## src/rtl/tmr_clksel.sv

```systemverilog
module tmr_clksel #(
  parameter int CNT_W = 16,
  parameter int PSC_W = 16,
  parameter int NTRIG = 4,
  localparam int SEL_W = $clog2(NTRIG + 1)
) (
  input  logic             clk,
  input  logic             rst_n,
  input  logic [2:0]       mode_sel,
  input  logic [SEL_W-1:0] trig_sel,
  input  logic [NTRIG-1:0] trig_in,
  input  logic             sw_upd,
  input  logic [PSC_W-1:0] psc_val,
  input  logic [CNT_W-1:0] reload,
  input  logic             cnt_en,
  input  logic             restart,
  output logic [CNT_W-1:0] cnt,
  output logic             upd
);

  localparam logic [2:0] MODE_EVENT = 3'd7;

  logic [NTRIG-1:0] sync1, sync2, sync3;
  logic [NTRIG-1:0] edges;
  logic             sel_edge;
  logic             tick;
  logic             psc_wrap;
  logic             cnt_wrap;
  logic [PSC_W-1:0] psc_cnt, psc_act;
  logic [CNT_W-1:0] cnt_q;
  logic             upd_q;

  always_ff @(posedge clk or negedge rst_n) begin
    if (!rst_n) begin
      sync1 <= '0;
      sync2 <= '0;
      sync3 <= '0;
    end else begin
      sync1 <= trig_in;
      sync2 <= sync1;
      sync3 <= sync2;
    end
  end

  assign edges = sync2 & ~sync3;

  always_comb begin
    sel_edge = 1'b0;
    for (int i = 0; i < NTRIG; i++)
      if (int'(trig_sel) == i + 1) sel_edge = edges[i];
  end

  assign tick     = cnt_en & ((mode_sel == MODE_EVENT) ? sel_edge : 1'b1);
  assign psc_wrap = tick & (psc_cnt == psc_act);
  assign cnt_wrap = psc_wrap & (cnt_q == reload);

  always_ff @(posedge clk or negedge rst_n) begin
    if (!rst_n) begin
      psc_cnt <= '0;
      psc_act <= '0;
      cnt_q   <= '0;
      upd_q   <= 1'b0;
    end else if (restart) begin
      psc_cnt <= '0;
      cnt_q   <= '0;
      upd_q   <= 1'b0;
    end else if (sw_upd) begin
      psc_cnt <= '0;
      cnt_q   <= '0;
      psc_act <= psc_val;
      upd_q   <= 1'b1;
    end else if (psc_wrap) begin
      psc_cnt <= '0;
      if (cnt_wrap) begin
        cnt_q   <= '0;
        psc_act <= psc_val;
        upd_q   <= 1'b1;
      end else begin
        cnt_q   <= cnt_q + 1'b1;
        upd_q   <= 1'b0;
      end
    end else begin
      if (tick) psc_cnt <= psc_cnt + 1'b1;
      upd_q <= 1'b0;
    end
  end

  assign cnt = cnt_q;
  assign upd = upd_q;

  a_r8_restart_clears: assert property (@(posedge clk) disable iff (!rst_n)
    restart |=> (cnt == '0) && !upd);

  a_r7_sw_update: assert property (@(posedge clk) disable iff (!rst_n)
    (sw_upd && !restart) |=> upd && (cnt == '0));

  a_r10_hold_when_off: assert property (@(posedge clk) disable iff (!rst_n)
    (!cnt_en && !sw_upd && !restart) |=> $stable(cnt) && !upd);

  a_r4_step_or_clear: assert property (@(posedge clk) disable iff (!rst_n)
    (!sw_upd && !restart && (cnt < reload)) |=>
      ((cnt == $past(cnt)) || (cnt == $past(cnt) + 1'b1)) && !upd);

  a_r5_single_pulse: assert property (@(posedge clk) disable iff (!rst_n)
    (sel_edge && $stable(trig_sel)) |=> !sel_edge || (trig_sel != $past(trig_sel)));

  a_r6_no_source: assert property (@(posedge clk) disable iff (!rst_n)
    ((mode_sel == MODE_EVENT) && (trig_sel == '0) && !sw_upd && !restart) |=> $stable(cnt));

endmodule

```

## config.mk

```make
export PLATFORM = sky130hd
export DESIGN_NAME = tmr_clksel
export DESIGN_NICKNAME = d
export VERILOG_FILES = /design/src/rtl/tmr_clksel.sv
export SDC_FILE = /design/constraint.sdc
export NUM_CORES = 1
export LEC_CHECK = 0
export BUFFER_PORTS_ARGS = -buffer_cell sky130_fd_sc_hd__buf_4
export CORE_MARGIN = 2
export CORE_UTILIZATION = 55
export CTS_CLUSTER_SIZE = 10
export DETAILED_ROUTE_END_ITERATION = 8
export GPL_TIMING_DRIVEN = 1
export PLACE_DENSITY = 0.78
export REMOVE_ABC_BUFFERS = 1
export SYNTH_ARGS = -nofsm -noshare
export SYNTH_HDL_FRONTEND = slang
export SYNTH_SLANG_ARGS = --single-unit
```

## constraint.sdc

```tcl
create_clock -name clk -period 5.9 [get_ports clk]
set_input_delay 1.18 -clock clk [delete_from_list [all_inputs] [get_ports clk]]
set_output_delay 1.18 -clock clk [all_outputs]
set_load 0.05 [all_outputs]
```

=== Word level (Yosys, flattened, before mapping) ===
Index checks and enable logic that the tools add are counted.

* Add/subtract/negate cells: 2
* Equality and inequality tests: 7
* Muxes and demuxes: 20
* Bitwise logic cells: 6
* Reduce and logical (&&, ||, !) cells: 5

{| class="wikitable"
|+ Operators with widths
! cell !! number
|-
| 16-bit two-way mux || 11
|-
| 16-bit by 1-bit adder with 16-bit output (second input constant) || 2
|-
| 16-bit == test || 2
|-
| 3-bit == test (second input constant) || 4
|-
| 1-bit two-way mux || 9
|-
| 4-bit bitwise AND || 1
|-
| 4-bit inverter || 1
|-
| 2-bit nonzero test || 2
|-
| 4-bit nonzero test || 1
|-
| 1-bit bitwise AND || 3
|-
| 3-bit by 2-bit == test with 1-bit output (second input constant) || 1
|-
| 3-bit AND reduction || 1
|-
| 3-bit nonzero test || 1
|-
| 1-bit inverter || 1
|}

* Register bits after elaboration: 61
* Bits of input ports: 47
* Logic and storage cells: 47

=== Depth between registers and ports, before layout ===
* Depth after elaboration: 14
* Mapped depth: 9

=== Least setup slack after synthesis ===
OpenSTA, ideal clock, no wires.

* Kind: input to register
* From: in reload[2]
* To: reg cnt_q[2], in the netlist cnt[2]
* Library setup time: 0.122 ns
* Arrival: 2.508 ns
* Path slack: 3.270 ns
* Stages: 7
* Cells stage by stage: xor2_1 nor4_1 and4_1 buf_4 buf_6 o211ai_1 a32o_1

* Word-level cells in the longest chain between the ends: 6

{| class="wikitable"
|+ RTL lines
! element !! line !! source
|-
| start: declaration || 14 || <nowiki>input logic [CNT_W-1:0] reload,</nowiki>
|-
| 16-bit == test || 55 || <nowiki>assign cnt_wrap = psc_wrap & (cnt_q == reload);</nowiki>
|-
| 1-bit bitwise AND || 55 ||
|-
| 16-bit two-way mux || 74 || <nowiki>if (cnt_wrap) begin</nowiki>
|-
| 16-bit two-way mux || 72 || <nowiki>end else if (psc_wrap) begin</nowiki>
|-
| 16-bit two-way mux || 67 || <nowiki>end else if (sw_upd) begin</nowiki>
|-
| 16-bit two-way mux || 63 || <nowiki>end else if (restart) begin</nowiki>
|-
| end signal: assignment || 79 || <nowiki>cnt_q <= cnt_q + 1'b1;</nowiki>
|-
| end: declaration || 30 || <nowiki>logic [CNT_W-1:0] cnt_q;</nowiki>
|}

No other way between the ends. The select of a mux whose other input is x is not followed.
A chain may end at the register's enable or synchronous reset.

=== Worst setup path in the final report ===
* From: in reload[10]
* To: reg cnt_q[6], in the netlist cnt[6]

The elaborated chain is that of the path after synthesis.

==> impl_metrics.yaml <==
worst_setup_path:
  regToRegSetupSlack_ps: 3070
  start_kind: "input pin"
  crit_arrival_ps: 3480
  crit_fanout: 25
  slowest_delay_ps: 950
  cp_slowest_cell: "and4_1"
  crit_type: "in -> reg"
  worstPathCellList: "buf_4 -> xor2_1 -> nor4_1 -> and4_1 -> o211ai_1 -> a32o_1"
  ff2ff_path_depth: 5
  reg2reg_from: "cnt[10]"
  r2r-end: "cnt[6]"
  cp.required_ps: 6130
  end_kind: "register"
yosys:
  ys_seq_area_share_pct: 40.0
  async_flop_share_pct: 100
  yosysMostFrequentCell: "dfrtp_1"
  postSynthCellCount: 410
  synth_edf_count: 0
  ys_ff_latch: 61
  synth_commonest_cells: "61 x dfrtp_1, 34 x xor2_1, 33 x nor2b_1"
  yosys.area.top_type: "dfrtp_1"
  avgSynthCellArea_um2: 9.30
  synth_flop_cell: "dfrtp_1"
  netlist_area_mm2: 0.00381
  synth_area_leaders: "dfrtp_1 40%, xor2_1 7.8%, nor2b_1 5.4%"
  synth_cell_types: 47
  synth.top_cell.area_share_pct: 40.0
  yosys_warnings: 0
die:
  die_area_mm2: 0.00762
  initial_core_util_pct: 56.4
  core_mm2: 0.00676
  die-height_um: 87.3
  row_count: 30
  ioPinCount: 64
  die_w_um: 87.3
pwr:
  ir_worst_vdd_uv: 159
  p_total_mw: 1.02
  power_density_mw_per_mm2: 229
  p_leak_nw: 1.73
timing:
  period_share_pct: 55.0
  tightestPinTransition_ps: 1280
  worst_slack_ps: 2650
  setup_tns_ps: 0
  skew_ps: 9.88
  rsz0062_at_grt: "no"
  setup_violations: 0
  slew_headroom_pct: 14.5
  max_freq_mhz: 308
  hold_viol_final: 0
  slew_violations: 0
  whs_ps: 349
  finalCriticalPeriod_ps: 3250
grt:
  gr-total-overflow: 0
  grt_antenna_before_repair: 0
  grt_max_degree: 62
  grt_pass1_vias: 3395
  track_usage_pct: 26.8
  grt_pass1_wl_um: 16200
cts:
  cts.sinks: 61
  numCtsBuffers: 9
  cts-hold-fix-buffers: 0
  cts-resized-gates: 0
  clk_pin_slew_ps: 70
  cts_tree: "done"
  clockRootBuffer: "clkbuf_8"
  cts_setup_buffers: 0
  clk_latency_ps: 350
  cts.path.max_buffers: 2
  cts_max_level: 3
detailed_routing:
  drt_iter0_drc: 383
  detail-route-antenna-nets: 0
  vias_per_cell: 6.73
  vias: 3609
  first_pass_iters: 7
  wl_um: 10000
  drc_errors: 0
  wl_per_cell_um: 18.7
cells_and_area:
  area_growth_pct: 17.3
  nFillCells: 580
  drive_gt1_share_pct: 20.8
  final_nets: 500
  multi_input_area_mm2: 0.00210
  seq_area_mm2: 0.00153
  antenna_cells: 0
worst_hold_path:
  whs_path_depth: 0
  hold_path.class: "reg -> reg"
  hold_end: "sync2[1]"
  min_from: "sync1[1]"
placed_design:
  place_hpwl_um: 6460
  gp_congestion: 0.866
  port_buffers: 63
  place_ws_ps: 2360
job:
  maxCapViolations: 0
outcome:
  outcome: "complete, no violations"
## metal layers
metal | GRT usage, % | share of wire (%) | vias to the layer above
met3 | 6.64 | 8.0 | 23
met5 | 0 | 0 | -
met1 | 34.9 | 41 | 1726
li1 | - | - | 1659
met4 | 11.6 | 2.6 | 0
met2 | 42.4 | 48 | 201
## registers in the layout, indices dropped and copies added, names as in the netlist
register  flops
sync3         4
cnt          16
psc_act      16
upd           1
sync2         4
psc_cnt      16
sync1         4
## area by class of cell
type	count	area share (%)
clock inverters	7	2.74
well taps	80	2.24
multi-input cells	310	46.9
flip-flops and latches	61	34.1
repair buffers	65	10.9
clock buffers	9	2.77
inverters	4	0.336
## cell families (layout without fill, tap and decap cells)
| family | Yosys count | in the layout | share of synthesized area, % |
|---|---|---|---|
| AND/OR/NAND/NOR | 174 | 174 | 27.4 |
| buffers and inverters | 39 | 85 | 5.09 |
| AO/OA/AOI/OAI | 100 | 100 | 19.0 |
| XOR/XNOR | 34 | 34 | 7.81 |
| flip-flops | 61 | 61 | 40.0 |
| adder cells (fa/ha/maj) | 2 | 2 | 0.656 |
## critical path, delay by kind of cell
kind,cells,cell delay (ps)
AO/OA/AOI/OAI,2,530
XOR/XNOR,1,130
buffers and inverters,1,110
AND/OR/NAND/NOR,2,1520
## layout by cell type, fill, tap and decap left out, types with 4 or more instances in the layout
master,count
o31ai_1,10
nand3_1,26
o211ai_1,9
or3_1,9
a222oi_1,16
nor4_1,11
xor2_1,34
nor2_1,11
a211oi_1,6
inv_1,4
or4_1,12
nand4_1,23
o22ai_1,7
o21ai_0,20
buf_4,65
nor2b_1,33
a32o_1,7
dfrtp_1,61
clkbuf_8,9
a21oi_1,15
nand2_1,26
## power by group
| part | internal [mW] | total (mW) | switching (mW) |
|---|---|---|---|
| combinational | 0.0496 | 0.112 | 0.0626 |
| clock | 0.283 | 0.466 | 0.183 |
| sequential | 0.432 | 0.446 | 0.0138 |
| total | 0.764 | 1.02 | 0.260 |
## metrics by stage
stage                     std cells  area (um2)  utilization [%]
after floorplan                 375        3630                -
after global placement          520        4230             62.6
after detailed placement        520        4230             62.6
after CTS                       536        4470             66.2
after global routing            536        4470             66.2
final                           536        4470             66.2
## worst max-delay path by stage
| stage | from | endpoint | slack [ps] | cells after the start |
|---|---|---|---|---|
| finish | reload[10] | cnt[6] | 2650 | 6 |
| CTS | reload[10] | cnt[6] | 2730 | 6 |
| global route | reload[10] | cnt[6] | 2600 | 6 |
| detailed placement | reload[10] | cnt[9] | 2360 | 6 |
| floorplan | trig_sel[2] | psc_cnt[10] | 2800 | 5 |
| global placement | reload[10] | cnt[5] | 2360 | 6 |
Power figures use the tool's default switching activity.
